--- src/rtl/i2cr_pkg.sv ---
package i2cr_pkg;

  typedef enum logic [2:0] {
    ST_IDLE, ST_ADDR, ST_ADDR_ACK, ST_WR, ST_WR_ACK, ST_RD, ST_RD_ACK, ST_SKIP
  } bus_st_t;

  typedef struct packed {
    logic [7:0] sec;
    logic [7:0] min;
    logic [7:0] hr;
  } tod_t;

  // one-second advance of the time of day with carries
  function automatic tod_t tod_step(tod_t t);
    tod_t n;
    n = t;
    if (t.sec >= 8'd59) begin
      n.sec = 8'd0;
      if (t.min >= 8'd59) begin
        n.min = 8'd0;
        n.hr  = (t.hr >= 8'd23) ? 8'd0 : t.hr + 8'd1;
      end else begin
        n.min = t.min + 8'd1;
      end
    end else begin
      n.sec = t.sec + 8'd1;
    end
    return n;
  endfunction

  function automatic logic addr_hit(logic [6:0] rx, logic [6:0] own);
    return rx == own;
  endfunction

endpackage

--- src/rtl/i2cr_line_sync.sv ---
module i2cr_line_sync #(
  parameter int STAGES = 2
) (
  input  logic clk,
  input  logic rst_n,
  input  logic scl_i,
  input  logic sda_i,
  output logic scl_lvl,
  output logic sda_lvl,
  output logic scl_rise,
  output logic scl_fall,
  output logic start_evt,
  output logic stop_evt
);
  logic [STAGES:0] scl_sh, sda_sh;
  logic scl_prev, sda_prev;

  always_ff @(posedge clk or negedge rst_n) begin
    if (!rst_n) begin
      scl_sh <= '1;
      sda_sh <= '1;
    end else begin
      scl_sh <= {scl_sh[STAGES-1:0], scl_i};
      sda_sh <= {sda_sh[STAGES-1:0], sda_i};
    end
  end

  assign scl_lvl  = scl_sh[STAGES-1];
  assign sda_lvl  = sda_sh[STAGES-1];
  assign scl_prev = scl_sh[STAGES];
  assign sda_prev = sda_sh[STAGES];

  assign scl_rise  = scl_lvl & ~scl_prev;
  assign scl_fall  = ~scl_lvl & scl_prev;
  assign start_evt = scl_lvl & scl_prev & sda_prev & ~sda_lvl;
  assign stop_evt  = scl_lvl & scl_prev & ~sda_prev & sda_lvl;
endmodule

--- src/rtl/i2cr_watchdog.sv ---
module i2cr_watchdog #(
  parameter int LIMIT = 2
) (
  input  logic clk,
  input  logic rst_n,
  input  logic tick,
  input  logic xfer_open,
  output logic fire
);
  localparam int CW = $clog2(LIMIT + 1);
  logic [CW-1:0] cnt;

  always_ff @(posedge clk or negedge rst_n) begin
    if (!rst_n)         cnt <= '0;
    else if (!xfer_open) cnt <= '0;
    else if (tick)       cnt <= cnt + 1'b1;
  end

  assign fire = xfer_open && tick && (cnt == CW'(LIMIT - 1));
endmodule

--- src/rtl/i2cr_bus_fsm.sv ---
module i2cr_bus_fsm
  import i2cr_pkg::*;
#(
  parameter logic [6:0] DEV_ADDR = 7'b0110010,
  parameter int         AW       = 3
) (
  input  logic          clk,
  input  logic          rst_n,
  input  logic          scl_rise,
  input  logic          scl_fall,
  input  logic          sda_lvl,
  input  logic          start_evt,
  input  logic          stop_evt,
  input  logic          tmo_fire,
  input  logic [7:0]    rd_data,
  output logic [AW-1:0] rd_addr,
  output logic          wr_en,
  output logic [AW-1:0] wr_addr,
  output logic [7:0]    wr_data,
  output logic          xfer_open,
  output logic          sda_pull
);
  bus_st_t       st;
  logic [3:0]    cnt;
  logic [7:0]    rxb, txb;
  logic [AW-1:0] ptr;
  logic          rw, first, acked;

  assign rd_addr = ptr;

  always_ff @(posedge clk or negedge rst_n) begin
    if (!rst_n) begin
      st <= ST_IDLE; cnt <= '0; rxb <= '0; txb <= '0; ptr <= '0;
      rw <= 1'b0; first <= 1'b0; acked <= 1'b0;
      sda_pull <= 1'b0; xfer_open <= 1'b0;
      wr_en <= 1'b0; wr_addr <= '0; wr_data <= '0;
    end else begin
      wr_en <= 1'b0;
      if (tmo_fire) begin
        st <= ST_IDLE; sda_pull <= 1'b0; xfer_open <= 1'b0;
      end else if (start_evt) begin
        st <= ST_ADDR; cnt <= '0; sda_pull <= 1'b0; xfer_open <= 1'b1;
      end else if (stop_evt) begin
        st <= ST_IDLE; sda_pull <= 1'b0; xfer_open <= 1'b0;
      end else begin
        unique case (st)
          ST_ADDR: begin
            if (scl_rise) begin
              rxb <= {rxb[6:0], sda_lvl};
              cnt <= cnt + 4'd1;
            end else if (scl_fall && cnt == 4'd8) begin
              cnt <= '0;
              if (addr_hit(rxb[7:1], DEV_ADDR)) begin
                rw <= rxb[0]; sda_pull <= 1'b1; st <= ST_ADDR_ACK;
              end else begin
                st <= ST_SKIP;
              end
            end
          end
          ST_ADDR_ACK: begin
            if (scl_fall) begin
              if (rw) begin
                sda_pull <= ~rd_data[7];
                txb <= {rd_data[6:0], 1'b0};
                cnt <= 4'd1;
                st  <= ST_RD;
              end else begin
                sda_pull <= 1'b0; first <= 1'b1; cnt <= '0; st <= ST_WR;
              end
            end
          end
          ST_WR: begin
            if (scl_rise) begin
              rxb <= {rxb[6:0], sda_lvl};
              cnt <= cnt + 4'd1;
            end else if (scl_fall && cnt == 4'd8) begin
              cnt <= '0; sda_pull <= 1'b1; st <= ST_WR_ACK;
              if (first) begin
                ptr <= rxb[AW-1:0]; first <= 1'b0;
              end else begin
                wr_en <= 1'b1; wr_addr <= ptr; wr_data <= rxb;
                ptr <= ptr + 1'b1;
              end
            end
          end
          ST_WR_ACK: begin
            if (scl_fall) begin
              sda_pull <= 1'b0; st <= ST_WR;
            end
          end
          ST_RD: begin
            if (scl_fall) begin
              if (cnt == 4'd8) begin
                sda_pull <= 1'b0; ptr <= ptr + 1'b1; st <= ST_RD_ACK;
              end else begin
                sda_pull <= ~txb[7];
                txb <= {txb[6:0], 1'b0};
                cnt <= cnt + 4'd1;
              end
            end
          end
          ST_RD_ACK: begin
            if (scl_rise) begin
              acked <= ~sda_lvl;
            end else if (scl_fall) begin
              if (acked) begin
                sda_pull <= ~rd_data[7];
                txb <= {rd_data[6:0], 1'b0};
                cnt <= 4'd1;
                st  <= ST_RD;
              end else begin
                sda_pull <= 1'b0; st <= ST_SKIP;
              end
            end
          end
          default: ;
        endcase
      end
    end
  end
endmodule

--- src/rtl/i2cr_regfile.sv ---
module i2cr_regfile
  import i2cr_pkg::*;
#(
  parameter int NREG   = 8,
  parameter int AW     = 3,
  parameter int PEND_W = 4
) (
  input  logic          clk,
  input  logic          rst_n,
  input  logic          tick,
  input  logic          frozen,
  input  logic          wr_en,
  input  logic [AW-1:0] wr_addr,
  input  logic [7:0]    wr_data,
  input  logic [AW-1:0] rd_addr,
  output logic [7:0]    rd_data
);
  localparam logic [PEND_W-1:0] PMAX = '1;

  logic [7:0]        cell_q [NREG];
  logic [PEND_W-1:0] pend;
  logic              apply, inc;
  tod_t              cur_tod, nxt_tod;

  assign cur_tod = '{sec: cell_q[0], min: cell_q[1], hr: cell_q[2]};
  assign nxt_tod = tod_step(cur_tod);
  assign apply   = !frozen && (pend != '0);
  assign inc     = tick && ((pend != PMAX) || apply);

  always_ff @(posedge clk or negedge rst_n) begin
    if (!rst_n) pend <= '0;
    else        pend <= pend + PEND_W'(inc) - PEND_W'(apply);
  end

  for (genvar i = 0; i < NREG; i++) begin : g_cell
    logic [7:0] q, adv;
    if (i == 0) begin : g_s
      assign adv = nxt_tod.sec;
    end else if (i == 1) begin : g_m
      assign adv = nxt_tod.min;
    end else if (i == 2) begin : g_h
      assign adv = nxt_tod.hr;
    end else begin : g_x
      assign adv = q;
    end
    always_ff @(posedge clk or negedge rst_n) begin
      if (!rst_n)                               q <= '0;
      else if (wr_en && wr_addr == AW'(i))      q <= wr_data;
      else if (apply)                           q <= adv;
    end
    assign cell_q[i] = q;
  end

  assign rd_data = cell_q[rd_addr];

  // time of day holds during an open transaction unless the bus writes it
  assert_tod_frozen_R10: assert property (@(posedge clk) disable iff (!rst_n)
    (frozen && !wr_en) |=> $stable(cur_tod));
  // a tick during an access is remembered
  assert_tick_kept_R10: assert property (@(posedge clk) disable iff (!rst_n)
    (frozen && tick && pend != PMAX) |=> (pend == $past(pend) + 1'b1));
  // held ticks drain one per cycle after the access
  assert_pend_drain_R10: assert property (@(posedge clk) disable iff (!rst_n)
    (!frozen && pend != '0 && !tick) |=> (pend + 1'b1 == $past(pend)));
endmodule

--- src/rtl/i2cr_rtc_target.sv ---
module i2cr_rtc_target #(
  parameter logic [6:0] DEV_ADDR    = 7'b0110010,
  parameter int         NREG        = 8,
  parameter int         TMO_TICKS   = 2,
  parameter int         PEND_W      = 4,
  parameter int         SYNC_STAGES = 2
) (
  input  logic clk,
  input  logic rst_n,
  input  logic scl_i,
  input  logic sda_i,
  input  logic tick_i,
  output logic sda_pull_o
);
  localparam int AW = $clog2(NREG);

  logic          scl_lvl, sda_lvl, scl_rise, scl_fall, start_evt, stop_evt;
  logic          tmo_fire, xfer_open, wr_en;
  logic [AW-1:0] rd_addr, wr_addr;
  logic [7:0]    rd_data, wr_data;

  i2cr_line_sync #(.STAGES(SYNC_STAGES)) u_sync (
    .clk, .rst_n, .scl_i, .sda_i,
    .scl_lvl, .sda_lvl, .scl_rise, .scl_fall, .start_evt, .stop_evt
  );

  i2cr_watchdog #(.LIMIT(TMO_TICKS)) u_wdog (
    .clk, .rst_n, .tick(tick_i), .xfer_open, .fire(tmo_fire)
  );

  i2cr_bus_fsm #(.DEV_ADDR(DEV_ADDR), .AW(AW)) u_fsm (
    .clk, .rst_n, .scl_rise, .scl_fall, .sda_lvl, .start_evt, .stop_evt,
    .tmo_fire, .rd_data, .rd_addr, .wr_en, .wr_addr, .wr_data,
    .xfer_open, .sda_pull(sda_pull_o)
  );

  i2cr_regfile #(.NREG(NREG), .AW(AW), .PEND_W(PEND_W)) u_regs (
    .clk, .rst_n, .tick(tick_i), .frozen(xfer_open), .wr_en, .wr_addr,
    .wr_data, .rd_addr, .rd_data
  );

  assert_sda_moves_low_R6: assert property (@(posedge clk) disable iff (!rst_n)
    (!$stable(sda_pull_o) && !$past(tmo_fire)) |-> !$past(scl_lvl));
  assert_timeout_release_R7: assert property (@(posedge clk) disable iff (!rst_n)
    tmo_fire |=> (!sda_pull_o && !xfer_open));
  assert_stop_idle_R8: assert property (@(posedge clk) disable iff (!rst_n)
    (stop_evt && !start_evt && !tmo_fire) |=> (!sda_pull_o && !xfer_open));
endmodule

--- config.mk ---
export PLATFORM = sky130hd
export DESIGN_NAME = i2cr_rtc_target
export DESIGN_NICKNAME = d
export VERILOG_FILES = /design/src/rtl/i2cr_pkg.sv /design/src/rtl/i2cr_line_sync.sv /design/src/rtl/i2cr_watchdog.sv /design/src/rtl/i2cr_bus_fsm.sv /design/src/rtl/i2cr_regfile.sv /design/src/rtl/i2cr_rtc_target.sv
export SDC_FILE = /design/constraint.sdc
export NUM_CORES = 1
export LEC_CHECK = 0
export CORE_UTILIZATION = 48
export CTS_BUF_LIST = sky130_fd_sc_hd__clkbuf_4 sky130_fd_sc_hd__clkbuf_8
export DETAILED_ROUTE_END_ITERATION = 16
export PLACE_DENSITY_LB_ADDON = 0.15
export SLEW_MARGIN = 20
export SYNTH_ARGS = -nofsm -noshare
export SYNTH_HDL_FRONTEND = slang
export SYNTH_SLANG_ARGS = --single-unit
--- constraint.sdc ---
create_clock -name clk -period 5 [get_ports clk]
set_input_delay 0.75 -clock clk [delete_from_list [all_inputs] [get_ports clk]]
set_output_delay 0.75 -clock clk [all_outputs]
set_load 0.005 [all_outputs]
# Yosys cells after proc, flatten, opt, wreduce, memory -nomap -nowiden
# Cells that the tools add are included.
# op_classes
n_mux	91
addsub	8
n_mul	0
magnitude_cmp	4
n_eq_ne	48
n_reduce_logical	42
bitwise_logic	19
shift	0
div_mod_pow	0
# op_table
cell	n
$mux W8	19
$mux W3	20
$mux W4	10
$ne A5 B4 Y1 const B	8
$reduce_and A11 Y1	3
$mux W1	31
$add A8 B1 Y8 const B	3
$bmux W8 S3	1
$pmux W8 S3	1
$eq A3 B3 Y1 const B	7
$pmux W3 S6	1
$ge A8 B6 Y1 const B	2
$mux W16	1
$pmux W4 S4	1
$reduce_and A8 Y1	2
$reduce_bool A2 Y1	8
$ne A5 B5 Y1 const B	3
$ne A2 B1 Y1 const B	7
$reduce_and A7 Y1	2
$logic_and A1 B1 Y1	13
$eq A3 B2 Y1 const B	4
$ne A2 B2 Y1 const B	6
$ne A3 B2 Y1 const B	4
$not A1 Y1	11
other kinds (32)	44
# word_totals
ff_bits	119
output_inout_bits	1
romBits	0
ramBits	0
latch_bits	0
mem_count	0

# Depth between registers and ports, before layout
# depth
word_depth	12
depth_mapped	10
ltp_nobuf	10

# Cells and area by module
# A second synthesis with hierarchy kept.
# unflattened
cells_unflattened	535
hier_area_um2	6248.5
# by_module_without_submodules
module	cells_each	area_each_um2	instances	seq_area_each_um2
i2cr_regfile	303	3686.0	1	1701.6
i2cr_bus_fsm	213	2269.7	1	1051.0
i2cr_line_sync	10	190.2	1	157.7
i2cr_watchdog	9	102.6	1	50.0

# Worst setup path after synthesis
# OpenSTA, ideal clock, no wires.
# synth_path
path_kind	input-to-reg
startpoint	input tick_i
endpoint	register u_fsm.txb[1]
required_ns	4.875
path_slack_ns	2.814
setup_time_ns	0.125
arrival_time_ns	2.062
path_stages	6
n_path_buf	1
cell_sequence	and3_1 buf_2 nor2b_1 nand2_1 nor3_2 mux2_2
# synth_via
elab_chain_len	4
# synth_lines
element	line_no	rtl
start: declaration	i2cr_rtc_target.sv:12	input logic tick_i,
$logic_and A1 B1 Y1 (2 in series)	i2cr_watchdog.sv:19	assign fire = xfer_open && tick && (cnt == CW'(LIMIT - 1));
$not A1 Y1 (no line)	-	
$reduce_and A11 Y1 (no line)	-	
end signal: assignment	i2cr_bus_fsm.sv:64	txb <= {rd_data[6:0], 1'b0};
end signal: assignment	i2cr_bus_fsm.sv:97	txb <= {txb[6:0], 1'b0};
end signal: assignment	i2cr_bus_fsm.sv:108	txb <= {rd_data[6:0], 1'b0};
end: declaration	i2cr_bus_fsm.sv:25	logic [7:0] rxb, txb;
# No other way between the ends.
# A chain may end at the register's enable or synchronous reset.

# Worst setup path after layout
# layout_path
startpoint	register u_fsm.ptr[0], in the netlist u_fsm.rd_addr[0]
endpoint	register u_fsm.sda_pull
# layout_via
elab_chain_len	12
# layout_lines
element	line_no	rtl
start: declaration	i2cr_bus_fsm.sv:26	logic [AW-1:0] ptr;
start signal: assignment	i2cr_bus_fsm.sv:82	ptr <= ptr + 1'b1;
$not A3 Y4 (not written as such) *	i2cr_regfile.sv:54	assign rd_data = cell_q[rd_addr];
$bmux W8 S3 *	i2cr_regfile.sv:54	
$mux W8 (not written as such) * (2 in series)	i2cr_regfile.sv:54	
$not A1 Y1 *	i2cr_bus_fsm.sv:63, i2cr_bus_fsm.sv:107	
$mux W1	i2cr_bus_fsm.sv:106	if (acked) begin
$mux W1	i2cr_bus_fsm.sv:105	end else if (scl_fall) begin
$mux W1	i2cr_bus_fsm.sv:103	if (scl_rise) begin
$pmux W1 S6 *	i2cr_bus_fsm.sv:46	unique case (st)
$mux W1 *	i2cr_bus_fsm.sv:43	end else if (stop_evt) begin
$mux W1 *	i2cr_bus_fsm.sv:41	end else if (start_evt) begin
$mux W1 *	i2cr_bus_fsm.sv:39	if (tmo_fire) begin
end signal: assignment	i2cr_bus_fsm.sv:63	sda_pull <= ~rd_data[7];
end signal: assignment	i2cr_bus_fsm.sv:96	sda_pull <= ~txb[7];
end signal: assignment	i2cr_bus_fsm.sv:107	sda_pull <= ~rd_data[7];
end: declaration	i2cr_bus_fsm.sv:21	output logic sda_pull
# Every way passes the cells marked *; elsewhere a longest branch is shown, timed or not. The select of a mux whose other input is x is not followed.

==> impl_results.md <==
* Combined area of all synthesized cells at 6090 um^2
* CTS clk-pin slew, worst paths at 0.07 ns
* Tightest Pin Transition at 0.967 ns
* Overall die height at 115 um
* Post-cts hold buffer count at 0
* Number of H-tree levels at 4
* Avg Vias per Cell at 5.82
* Area of the die at 13,100 um^2
* Share of post-route cells with drive strength above 1 at 25.4%
* Largest net degree at the start of global routing at 77
* Horizontal die dimension at 115 um
* Leading register cell type out of synthesis: sky130_fd_sc_hd__dfrtp_1
* Post-route worst hold slack at 0.356 ns
* Number of rows created at floorplan at 40
* IO Pins at 6
* CORE AREA at 12,200 um^2
* Startpoint of the tightest hold check path: u_sync.scl_sh[0]$_DFF_PN1_
* DRC violations left at 0
* Placed wire-length estimate after detailed placement at 8970 um
* Initial cell density of the core at 49.9%
* Max Buffers Root-to-Sink at 2
* Hold worst-path end: u_sync.scl_sh[1]$_DFF_PN1_
* Synth Instances at 521
* Vias in the first global route at 4,098
* TNS Setup at 0 ns
* Library cell used as clock root buffer: sky130_fd_sc_hd__clkbuf_8
* Fin. Hold Viols at 0
* WHS Path Cells at 0
* Commonest cells after routing, fill and taps aside: sky130_fd_sc_hd__dfrtp_1, sky130_fd_sc_hd__mux2_2, sky130_fd_sc_hd__nand2_1
* Gpl congestion at 0.869
* Layout Skew at 0.0126 ns
* Wire length per cell at 18.6 um
* Clock sink count at 118
* Number of warnings printed during yosys synthesis at 0
* Final setup violation count at 0
* Number of buffers created by CTS at 17
* Iteration count of the initial detailed-routing pass at 4
* Crit Reg-Reg Startpoint: u_fsm.rd_addr[0]$_DFFE_PN0P_
* Number of DRC violations after detailed-routing iteration 0 at 282
* Clock network latency to the later pin of the worst-skew pair at 0.44 ns
* CTS-repair resized insts at 0
* Critical path launch point type: flop
* First-pass GRT wire length at 21,400 um
* RSZ-0062 raised after global routing: no
* Total global routing track utilization at 22.0%
* Maximum fanout along the worst path at 12
* Max-cap violations at 0
* Synthesized netlist net count at 540
* Synthesized area per cell at 11.7 um^2
* Async SR Flop Fraction at 100%
* Seq cells post-synth at 118
* Category of the most critical setup path: reg2reg
* Capturing point of the worst reg2reg path: u_fsm.sda_pull$_DFFE_PN0P_
* Final net count at 541
* Worst max-slew margin expressed relative to the limit at 35.5%
* Final critical delay including setup and external delays at 2.55 ns
* Final wirelength at 13,000 um
* Slew Limit Fails at 0
* EDFF count, synth at 0
* Status: finished, final reports clean
* Cell area power density at 455 nW/um^2
* Largest voltage drop on the vdd net at 0.151 mV
* Crit path capture type: flop
* Slack of the worst reg-to-reg path at 2.45 ns
* Ant diodes at 0
* # port buffers at 5
* Critical Path RT at 5.36 ns
* Type of the most critical hold path: reg2reg
* Leftover overflow at the end of global routing at 0
* Data arrival time of the worst path at 2.91 ns
* Post CTS Setup Buffer Count at 0
* Final period util at 51.1%
* Commonest non-fill, non-tap cell in the layout: sky130_fd_sc_hd__dfrtp_1
* Sequential-to-total area share from yosys stat at 48.6%
* Syn-to-layout area delta at 9.98%
* Fmax at 392 MHz
* Antenna violations before repair at 0
* Final antenna-violating net count at 0
* Clock tree from TritonCTS: built
* Filler instances at 1,066
* Count of vias placed by the detailed router at 4,093
* Number of cell instances on the worst register-to-register path at 6
* Number of unique standard cell types used by synthesis at 78
* Static leakage at 3.13 nW
-- power breakdown --
group | switching (W) | internal [W] | leakage (nW)
clock network | 0.000371 | 0.000640 | 0.238
registers | 0.000214 | 0.00110 | 1.58
logic | 0.000382 | 0.000348 | 1.32
-- per-layer routing --
metal | track usage, % | share of wire, % | vias up
met2 | 34.3 | 48 | 85
li1 | - | - | 1910
met4 | 8.83 | 1.6 | 0
met3 | 5.45 | 4.0 | 15
met5 | 0 | 0 | -
met1 | 29.7 | 47 | 2083
-- metrics by stage --
step           instances  util (%)  setup slack (ns)  total power, W  area [um^2]
3_5_place_dp         671      51.1              2.01         0.00207         6230
2_1_floorplan        521         -              2.81         0.00186         6090
3_3_place_gp         671      51.1              2.09         0.00204         6230
5_1_grt              703      54.9              2.29         0.00325         6700
6_report             703      54.9              2.45         0.00305         6700
4_1_cts              703      54.9              2.42         0.00309         6700
-- critical path, cell delays in order, from the launching register on --
cell and delay (ns):
sky130_fd_sc_hd__dfrtp_1 0.62, sky130_fd_sc_hd__buf_4 0.35, sky130_fd_sc_hd__mux4_2 0.53, sky130_fd_sc_hd__nor2b_1 0.15
sky130_fd_sc_hd__a2111oi_0 0.46, sky130_fd_sc_hd__a2111oi_0 0.16, sky130_fd_sc_hd__nor3_1 0.19
-- worst max-delay path by stage --
stage	from	to	slack, ns	depth (start not counted)
detailed placement	tick_i	u_fsm.txb[6]$_DFFE_PN0P_	2.01	6
floorplan	tick_i	u_fsm.txb[1]$_DFFE_PN0P_	2.81	6
global route	u_fsm.rd_addr[0]$_DFFE_PN0P_	u_fsm.sda_pull$_DFFE_PN0P_	2.29	6
global placement	tick_i	u_fsm.txb[3]$_DFFE_PN0P_	2.09	6
CTS	u_fsm.rd_addr[0]$_DFFE_PN0P_	u_fsm.sda_pull$_DFFE_PN0P_	2.42	6
finish	u_fsm.rd_addr[0]$_DFFE_PN0P_	u_fsm.sda_pull$_DFFE_PN0P_	2.45	6
-- cells by family after synthesis --
family	synth area share (%)
flops	48.6
buf+inv	3.84
xor+xnor	0.863
fa+ha+maj	3.00
compound gates	10.9
mux	19.9
simple gates	12.9
-- cell type report --
class                      instances  area, um^2  area share (%)
timing repair buffer               8        70.1            1.05
clock buffer                      23         292            4.35
clock inverter                     9         173            2.58
tap                              168         210            3.14
multi-input combinational        351        2900            43.2
sequential                       118        2960            44.2
inverter                          26        97.6            1.46
-- flip-flops by register name, summed over array words and instances, names as in the netlist, 4 cells and up --
register / cells
u_fsm.wr_data: 8
u_regs.pend: 4
u_fsm.txb: 7
u_regs.g_cell.q: 24
u_fsm.rxb: 8
u_regs.g_cell.adv: 40
u_fsm.cnt: 4
-- cell usage after synthesis, drive strengths merged, types with 5 or more instances --
cell type / count / area, um^2
dfstp: 6 / 158
nor2: 30 / 113
nand3: 17 / 85.1
mux4: 16 / 364
nor2b: 6 / 37.5
nand2: 45 / 171
inv: 26 / 97.6
o211ai: 5 / 37.5
a21oi: 17 / 85.1
nor3: 9 / 55.1
a31oi: 6 / 37.5
buf: 13 / 80.1
dfrtp: 112 / 2800
nand2b: 6 / 37.5
clkbuf: 12 / 45.0
o31ai: 5 / 37.5
mux2: 66 / 747
mux2i: 10 / 100
a22o: 5 / 43.8
o21ai: 20 / 100
ha: 13 / 163
Note: power is estimated with default switching activity, not from simulation.
